==> config.mk <==
export PLATFORM = sky130hd
export DESIGN_NAME = ctrl_word_gen
export DESIGN_NICKNAME = d
export VERILOG_FILES = /design/src/rtl/cwg_pkg.sv /design/src/rtl/cwg_sat_counter.sv /design/src/rtl/cwg_ripple_adder.sv /design/src/rtl/cwg_therm_decoder.sv /design/src/rtl/ctrl_word_gen.sv
export SDC_FILE = /design/constraint.sdc
export NUM_CORES = 1
export LEC_CHECK = 0
export BUFFER_PORTS_ARGS = -buffer_cell sky130_fd_sc_hd__clkbuf_2
export CAP_MARGIN = 20
export CELL_PAD_IN_SITES_DETAIL_PLACEMENT = 1
export CELL_PAD_IN_SITES_GLOBAL_PLACEMENT = 1
export CORE_ASPECT_RATIO = 0.5
export CORE_MARGIN = 1.5
export CORE_UTILIZATION = 34
export DETAILED_ROUTE_END_ITERATION = 7
export HOLD_SLACK_MARGIN = 0.03
export PLACE_DENSITY = 0.79
export SKIP_CTS_REPAIR_TIMING = 1
export SLEW_MARGIN = 20
export SYNTH_ARGS = -nofsm -noshare
export SYNTH_HDL_FRONTEND = slang
export SYNTH_SLANG_ARGS = --single-unit
==> constraint.sdc <==
create_clock -name clk -period 4 [get_ports clk]
set_clock_uncertainty 0.2 [all_clocks]
set_input_delay 0.4 -clock clk [delete_from_list [all_inputs] [get_ports clk]]
set_output_delay 0.4 -clock clk [all_outputs]
set_load 0.02 [all_outputs]
==> src/rtl/cwg_pkg.sv <==
package cwg_pkg;
  typedef enum logic {
    CNT_RISE = 1'b0,
    CNT_FALL = 1'b1
  } cnt_dir_e;
endpackage

==> src/rtl/cwg_sat_counter.sv <==
module cwg_sat_counter #(
  parameter int W = 6,
  parameter cwg_pkg::cnt_dir_e DIR = cwg_pkg::CNT_RISE
) (
  input  logic         clk,
  input  logic         rst_n,
  input  logic         step_i,
  output logic [W-1:0] cnt_d_o,
  output logic [W-1:0] cnt_q_o
);
  localparam logic [W-1:0] ALL_ONE = '1;
  localparam logic [W-1:0] ONE     = {{(W-1){1'b0}}, 1'b1};
  localparam logic [W-1:0] RST_VAL = (DIR == cwg_pkg::CNT_RISE) ? '0 : ALL_ONE;
  localparam logic [W-1:0] LIMIT   = (DIR == cwg_pkg::CNT_RISE) ? ALL_ONE : '0;

  logic at_limit;
  assign at_limit = (cnt_q_o == LIMIT);

  generate
    if (DIR == cwg_pkg::CNT_RISE) begin : g_rise
      always_comb begin
        cnt_d_o = cnt_q_o;
        if (step_i && !at_limit) cnt_d_o = cnt_q_o + ONE;
      end
    end else begin : g_fall
      always_comb begin
        cnt_d_o = cnt_q_o;
        if (step_i && !at_limit) cnt_d_o = cnt_q_o - ONE;
      end
    end
  endgenerate

  always_ff @(posedge clk) begin
    if (!rst_n) cnt_q_o <= RST_VAL;
    else        cnt_q_o <= cnt_d_o;
  end


  sat_hold_chk: assert property (@(posedge clk) disable iff (!rst_n)
    (step_i && cnt_q_o == LIMIT) |=> (cnt_q_o == LIMIT));


  step_move_chk: assert property (@(posedge clk) disable iff (!rst_n)
    (step_i && cnt_q_o != LIMIT) |=>
      (cnt_q_o == ((DIR == cwg_pkg::CNT_RISE) ? ($past(cnt_q_o) + ONE) : ($past(cnt_q_o) - ONE))));


  idle_hold_chk: assert property (@(posedge clk) disable iff (!rst_n)
    !step_i |=> $stable(cnt_q_o));
endmodule

==> src/rtl/cwg_ripple_adder.sv <==
module cwg_ripple_adder #(
  parameter int W = 6
) (
  input  logic [W-1:0] a_i,
  input  logic [W-1:0] b_i,
  output logic [W:0]   sum_o
);
  logic [W:0]   carry;
  logic [W-1:0] bit_sum;

  assign carry[0] = 1'b0;

  generate
    for (genvar i = 0; i < W; i++) begin : g_fa
      assign bit_sum[i]  = a_i[i] ^ b_i[i] ^ carry[i];
      assign carry[i+1]  = (a_i[i] & b_i[i]) | (carry[i] & (a_i[i] ^ b_i[i]));
    end
  endgenerate

  assign sum_o = {carry[W], bit_sum};


  always_comb begin
    ripple_sum_chk: assert (sum_o == ({1'b0, a_i} + {1'b0, b_i}));
  end
endmodule

==> src/rtl/cwg_therm_decoder.sv <==
module cwg_therm_decoder #(
  parameter int BW    = 7,
  parameter int OUT_W = 1 << BW
) (
  input  logic [BW-1:0]    val_i,
  output logic [OUT_W-1:0] therm_o
);
  generate
    for (genvar i = 0; i < OUT_W; i++) begin : g_pos
      assign therm_o[i] = (BW'(i) < val_i);
    end
  endgenerate


  always_comb begin
    therm_pop_chk: assert ($countones(therm_o) == int'(val_i));
  end
endmodule

==> src/rtl/ctrl_word_gen.sv <==
module ctrl_word_gen #(
  parameter int  CNT_W      = 6,
  localparam int WORD_W     = CNT_W + 1,
  localparam int THERM_FULL = 1 << WORD_W,
  localparam int THERM_USED = 2 * ((1 << CNT_W) - 1)
) (
  input  logic                  clk,
  input  logic                  rst_n,
  input  logic                  up_en,
  input  logic                  dn_en,
  output logic [WORD_W-1:0]     ctrl_word,
  output logic [THERM_USED-1:0] therm_code
);
  localparam int MID = (1 << CNT_W) - 1;
  localparam logic [WORD_W-1:0]     WORD_RST  = WORD_W'(MID);
  localparam logic [THERM_USED-1:0] THERM_RST =
    {{(THERM_USED - MID){1'b0}}, {MID{1'b1}}};
  localparam logic [CNT_W-1:0] CNT_MAX = '1;

  logic [CNT_W-1:0]      rise_d, rise_q, fall_d, fall_q;
  logic [WORD_W-1:0]     word_d;
  logic [THERM_FULL-1:0] therm_full;

  cwg_sat_counter #(.W(CNT_W), .DIR(cwg_pkg::CNT_RISE)) u_rise (
    .clk(clk), .rst_n(rst_n), .step_i(up_en), .cnt_d_o(rise_d), .cnt_q_o(rise_q)
  );

  cwg_sat_counter #(.W(CNT_W), .DIR(cwg_pkg::CNT_FALL)) u_fall (
    .clk(clk), .rst_n(rst_n), .step_i(dn_en), .cnt_d_o(fall_d), .cnt_q_o(fall_q)
  );

  cwg_ripple_adder #(.W(CNT_W)) u_add (
    .a_i(rise_d), .b_i(fall_d), .sum_o(word_d)
  );

  cwg_therm_decoder #(.BW(WORD_W), .OUT_W(THERM_FULL)) u_dec (
    .val_i(word_d), .therm_o(therm_full)
  );

  always_ff @(posedge clk) begin
    if (!rst_n) begin
      ctrl_word  <= WORD_RST;
      therm_code <= THERM_RST;
    end else begin
      ctrl_word  <= word_d;
      therm_code <= therm_full[THERM_USED-1:0];
    end
  end

  // positions above the used range never set
  always_comb begin
    therm_top_zero_chk: assert (therm_full[THERM_FULL-1:THERM_USED] == '0);
  end


  word_sum_chk: assert property (@(posedge clk) disable iff (!rst_n)
    ctrl_word == ({1'b0, rise_q} + {1'b0, fall_q}));


  therm_count_chk: assert property (@(posedge clk) disable iff (!rst_n)
    $countones(therm_code) == int'(ctrl_word));


  both_cancel_chk: assert property (@(posedge clk) disable iff (!rst_n)
    (up_en && dn_en && rise_q != CNT_MAX && fall_q != '0) |=> $stable(ctrl_word));


  idle_word_chk: assert property (@(posedge clk) disable iff (!rst_n)
    (!up_en && !dn_en) |=> ($stable(ctrl_word) && $stable(therm_code)));
endmodule

=== Yosys cells after proc, flatten, opt, wreduce, memory -nomap -nowiden ===
Cells that the tools add are included.
W data, S select, Z words.

* Order comparisons: 126
* Reductions and logical operators: 5
* Eq/ne operators: 1
* Add/subtract/negate cells: 2
* Multiplexer cells: 2
* Bitwise operators: 27

{| class="wikitable"
|+ Operators with widths
! cell !! number
|-
| $lt A7 B7 Y1 const A || 62
|-
| $lt A6 B7 Y1 const A || 32
|-
| $lt A5 B7 Y1 const A || 16
|-
| $lt A4 B7 Y1 const A || 8
|-
| $lt A3 B7 Y1 const A || 4
|-
| $lt A1 B7 Y1 const A || 2
|-
| $lt A2 B7 Y1 const A || 2
|-
| $mux W6 || 2
|-
| $and A1 B1 Y1 || 11
|-
| $xor A1 B1 Y1 || 11
|-
| $add A6 B1 Y6 const B || 1
|-
| $eq A6 B6 Y1 const B || 1
|-
| $logic_not A6 Y1 || 1
|-
| $sub A6 B1 Y6 const B || 1
|-
| $or A1 B1 Y1 || 5
|-
| $logic_and A1 B1 Y1 || 2
|-
| $logic_not A1 Y1 || 2
|}

* Register bits: 145
* Input port bits: 4

=== Longest topological paths before layout ===
* Depth in word-level cells: 16
* Mapped depth: 19
* Gate-level depth less buffers: 19

=== Cells and area by module ===
A second synthesis with hierarchy kept.

* Cell total of the unflattened synthesis: 589
* Area, all modules: 5,635.4 um2

{| class="wikitable"
|+ Modules (own cells, without submodules)
! module !! times used !! area an instance (um2) !! sequential area each (um2) !! cells an instance
|-
| ctrl_word_gen || 1 || 3,616.0 || 2,662.6 || 280
|-
| cwg_therm_decoder || 1 || 1,136.1 || 0.0 || 210
|-
| cwg_sat_counter (u_fall) || 1 || 382.9 || 120.1 || 44
|-
| cwg_sat_counter (u_rise) || 1 || 350.3 || 120.1 || 39
|-
| cwg_ripple_adder || 1 || 150.1 || 0.0 || 16
|}

=== Least setup slack after synthesis ===
No wires, ideal clock.

* Path kind: reg-to-reg
* Start: register u_fall.cnt_q_o[3]
* End: register therm_code[9]
* Data arrival time: 3.737 ns
* Data required time: 3.663 ns
* Library setup time: 0.137 ns
* Stages on the path, launching flop included: 16
* Path slack: -0.074 ns
* Cell sequence: dfxtp_1 or3_1 o211ai_1 o211ai_1 ha_1 inv_1 fa_1 fa_1 inv_1 fa_1 fa_1 fa_1 clkbuf_1 nor3_1 clkbuf_1 o21ai_0

{| class="wikitable"
|+ RTL lines
! what !! RTL line !! RTL
|-
| start: declaration || cwg_sat_counter.sv:9 || <nowiki>output logic [W-1:0] cnt_q_o</nowiki>
|-
| start signal: assignment || cwg_sat_counter.sv:35 || <nowiki>else cnt_q_o <= cnt_d_o;</nowiki>
|-
| $logic_not A6 Y1 || cwg_sat_counter.sv:17 || <nowiki>assign at_limit = (cnt_q_o == LIMIT);</nowiki>
|-
| $logic_not A1 Y1 || cwg_sat_counter.sv:28 || <nowiki>if (step_i && !at_limit) cnt_d_o = cnt_q_o - ONE;</nowiki>
|-
| $logic_and A1 B1 Y1 || cwg_sat_counter.sv:28 ||
|-
| $mux W6 || cwg_sat_counter.sv:28 ||
|-
| net fall_d[0] || ctrl_word_gen.sv:20 || <nowiki>logic [CNT_W-1:0] rise_d, rise_q, fall_d, fall_q;</nowiki>
|-
| $and A1 B1 Y1 (2 in series) || cwg_ripple_adder.sv:16 || <nowiki>assign carry[i+1] = (a_i[i] & b_i[i]) | (carry[i] & (a_i[i] ^ b_i[i]));</nowiki>
|-
| $or A1 B1 Y1 || cwg_ripple_adder.sv:16 ||
|-
| $and A1 B1 Y1 || cwg_ripple_adder.sv:16 ||
|-
| $or A1 B1 Y1 || cwg_ripple_adder.sv:16 ||
|-
| $and A1 B1 Y1 || cwg_ripple_adder.sv:16 ||
|-
| $or A1 B1 Y1 || cwg_ripple_adder.sv:16 ||
|-
| $and A1 B1 Y1 || cwg_ripple_adder.sv:16 ||
|-
| $or A1 B1 Y1 || cwg_ripple_adder.sv:16 ||
|-
| $xor A1 B1 Y1 || cwg_ripple_adder.sv:15 || <nowiki>assign bit_sum[i] = a_i[i] ^ b_i[i] ^ carry[i];</nowiki>
|-
| net u_add.sum_o[5] || cwg_ripple_adder.sv:6 || <nowiki>output logic [W:0] sum_o</nowiki>
|-
| $lt A4 B7 Y1 || cwg_therm_decoder.sv:10 || <nowiki>assign therm_o[i] = (BW'(i) < val_i);</nowiki>
|-
| end signal: assignment || ctrl_word_gen.sv:46 || <nowiki>therm_code <= therm_full[THERM_USED-1:0];</nowiki>
|-
| end: declaration || ctrl_word_gen.sv:12 || <nowiki>output logic [THERM_USED-1:0] therm_code</nowiki>
|}

The timed path passes the listed nets, and every way through them passes these cells.
A chain may end at the register's enable or synchronous reset.

=== Worst setup path in the final report ===
* Start: register u_fall.cnt_q_o[3]
* End: register therm_code[33]

{| class="wikitable"
|+ RTL lines
! what !! RTL line
|-
| $logic_not A6 Y1 || cwg_sat_counter.sv:17
|-
| $logic_not A1 Y1 || cwg_sat_counter.sv:28
|-
| $logic_and A1 B1 Y1 || cwg_sat_counter.sv:28
|-
| $mux W6 || cwg_sat_counter.sv:28
|-
| net fall_d[0] || ctrl_word_gen.sv:20
|-
| $and A1 B1 Y1 (2 in series) || cwg_ripple_adder.sv:16
|-
| $or A1 B1 Y1 || cwg_ripple_adder.sv:16
|-
| $and A1 B1 Y1 || cwg_ripple_adder.sv:16
|-
| $or A1 B1 Y1 || cwg_ripple_adder.sv:16
|-
| $and A1 B1 Y1 || cwg_ripple_adder.sv:16
|-
| $or A1 B1 Y1 || cwg_ripple_adder.sv:16
|-
| $and A1 B1 Y1 || cwg_ripple_adder.sv:16
|-
| $or A1 B1 Y1 || cwg_ripple_adder.sv:16
|-
| $xor A1 B1 Y1 || cwg_ripple_adder.sv:15
|-
| net u_add.sum_o[5] || cwg_ripple_adder.sv:6
|-
| $lt A6 B7 Y1 || cwg_therm_decoder.sv:10
|}

The timed path passes the listed nets, and every way through them passes these cells.

==> flow_summary.json <==
{
  "r2r_start": "u_fall.cnt_q_o[3]$_SDFF_PN1_",
  "cts.htree.levels": 4,
  "finalHoldViolCount": 0,
  "dieHeight_um": 84.1,
  "netlist_area_um2": 4470,
  "vdd_ir_drop_max_uv": 311,
  "p_leak_nw": 2.97,
  "synth_nets": 450,
  "violations": "setup timing",
  "vias": 4195,
  "holdPathEnd": "u_fall.cnt_q_o[0]$_SDFF_PN1_",
  "fin_crit_sh": 1.04,
  "crit_chain": "or3_4 -> o211ai_1 -> o211ai_1 -> ha_2 -> inv_2 -> fa_2 -> fa_2 -> inv_2 -> fa_2 -> fa_2 -> fa_2 -> buf_8 -> nor2_4 -> buf_12 -> o21ai_0",
  "path_clk_slew_ns": 0.07,
  "fin_nets": 627,
  "multi_input_area_um2": 1680,
  "first_iter_violations": 290,
  "worstMarginPinSlew_ns": 0.633,
  "cpMostUsedCell": "fa_2",
  "drt_wl_total_um": 18100,
  "dpl.cell_count": 762,
  "synth_common_cells": "dfxtp_1, o21ai_0, a21oi_1, nand2_1, nor2_1",
  "setup.worst_path.class": "reg -> reg",
  "reg2reg_depth": 15,
  "rows": 29,
  "clock_latency_ns": 0.42,
  "crit_start": "u_fall.cnt_q_o[3]$_SDFF_PN1_",
  "syn_avg_cell_area_um2": 10.2,
  "rr_endpoint": "therm_code[33]$_SDFF_PN1_",
  "crit_family": "adder cells",
  "hold_path_class": "in -> reg",
  "gp_congestion": 0.820,
  "crit_buf_inv": 4,
  "fmax_mhz": 240,
  "drcViolationCount": 0,
  "crit_path_end_kind": "register",
  "ant_nets": 0,
  "start_util": 0.351,
  "crit_required_ns": 4.10,
  "cp.arrival_ns": 4.27,
  "clkSinkCount": 144,
  "drive_gt1_frac": 0.451,
  "cap_violations": 0,
  "post-route-min-period_ns": 4.16,
  "tns_ns": -1.35,
  "worstHoldStart": "dn_en",
  "ys_ff_latch": 144,
  "diodes": 0,
  "io_pins": 137,
  "power_density_nw_per_um2": 641,
  "dpl.hpwl_um": 9760,
  "hold_depth": 2,
  "yosys_most_used_dff": "dfxtp_1",
  "fillerInstances": 1431,
  "async_flop_share": 0,
  "synth_cells": 438,
  "core_area_um2": 12700,
  "finish.utilization": 0.514,
  "yosysUniqueCellTypes": 40,
  "instances_no_fill": 797,
  "synth_area_leaders": "dfxtp_1, o21ai_0, a21oi_1",
  "grt_use_total": 0.227,
  "critPathMaxFanout": 14,
  "ys_seq_area_frac": 0.644,
  "slew_headroom": 0.578,
  "r2r_setup_slack_ns": -0.16,
  "avgViaCountPerCell": 5.26,
  "grt_max_degree": 28,
  "outcome": "complete, but fails checks",
  "grt_pass1_vias": 4068,
  "die_w_um": 165,
  "cp-start-kind": "register",
  "cts_buffer_depth": 2,
  "synth_edf_count": 0,
  "dr.pass1.iters": 5,
  "fin_ws_ns": -0.164,
  "grt_pass1_wl_um": 23500,
  "cts_made_buffers": 17,
  "yosysTopAreaCell": "dfxtp_1",
  "area_growth_syn_to_layout_pct": 46.5,
  "dieArea_um2": 13900,
  "rsz0062_at_grt": "true",
  "io_buffers": 136,
  "cp_slowest_cell": "fa_2",
  "antenna_found_initial": 0,
  "seqCellArea_um2": 2880,
  "wl_per_cell_um": 22.7,
  "overflow": 0,
  "cts_tree": "done",
  "yosys.area.top_type_share": 0.644,
  "cts_root_buf": "clkbuf_16",
  "synth.most_common_cell": "dfxtp_1",
  "slowest_delay_ns": 0.68,
  "final_max_slew_viol_count": 0,
  "setup_viol": 32,
  "ys_warn_count": 0
}
-- how the worst max path moves through the flow --
stage                                 to  slack, ns  cells after the start
2_1_floorplan  therm_code[80]$_SDFF_PN0_      -0.06                     14
3_3_place_gp   therm_code[81]$_SDFF_PN0_      0.008                     15
5_1_grt        therm_code[33]$_SDFF_PN1_      -0.28                     15
4_1_cts        therm_code[72]$_SDFF_PN0_      -0.24                     16
3_5_place_dp   therm_code[73]$_SDFF_PN0_      -0.13                     15
6_report       therm_code[33]$_SDFF_PN1_      -0.16                     15
-- layout make-up --
| type | instances | area share |
|---|---|---|
| clock inverter | 12 | 0.0241 |
| sequential | 144 | 0.440 |
| multi-input combinational | 248 | 0.256 |
| tap | 170 | 0.0325 |
| timing repair buffer | 183 | 0.168 |
| inverter | 21 | 0.0120 |
| clock buffer | 19 | 0.0676 |
-- cell usage in the layout, fill, tap and decap left out, types with 7 or more instances in the layout --
master / n
inv_1: 16
clkbuf_2: 136
nor2_1: 16
nand2_1: 29
dfxtp_1: 143
a21oi_1: 40
buf_6: 8
clkbuf_16: 18
o21ai_1: 20
o21ai_0: 21
o21ai_2: 11
a21oi_2: 7
buf_4: 36
nand3_1: 11
-- routing by layer --
| metal | track usage | part of all wire | routed length [um] |
|---|---|---|---|
| met5 | 0 | 0 | 0 |
| met4 | 0.0893 | 0.033 | 592 |
| met3 | 0.0417 | 0.056 | 1020 |
| met2 | 0.386 | 0.51 | 9210 |
| met1 | 0.284 | 0.40 | 7300 |
-- where the power goes --
part	switching (mW)	leakage, nW	internal, mW
Combinational	0.640	1.50	0.270
Sequential	0.0545	1.18	1.57
Clock	0.667	0.286	0.998
Total	1.36	2.97	2.84
-- state kept, by name, summed over array words and instances, names as in the netlist --
| register | count |
|---|---|
| ctrl_word | 6 |
| therm_code | 126 |
| u_fall.cnt_q_o | 6 |
| u_rise.cnt_q_o | 6 |
-- stage by stage --
step | area, um^2 | hold WS, ns | setup slack (ns) | power, mW
3_5_place_dp | 5600 | 0.323 | -0.128 | 2.40
6_report | 6550 | 0.156 | -0.164 | 4.20
2_1_floorplan | 4480 | 0.283 | -0.0552 | 2.07
5_1_grt | 6550 | 0.182 | -0.285 | 4.32
4_1_cts | 6200 | 0.161 | -0.238 | 4.05
3_3_place_gp | 5600 | 0.312 | 0.00783 | 2.38
-- logic make-up (layout without fill, tap and decap cells) --
logic type	Yosys count	in the layout	share of synthesized area
multiplexers	4	4	0.00979
flip-flops	144	144	0.644
AND/OR/NAND/NOR	118	118	0.130
buffers and inverters	46	235	0.0400
adder cells (fa/ha/maj)	8	8	0.0308
AO/OA/AOI/OAI	118	118	0.145
Power figures use the tool's default switching activity.
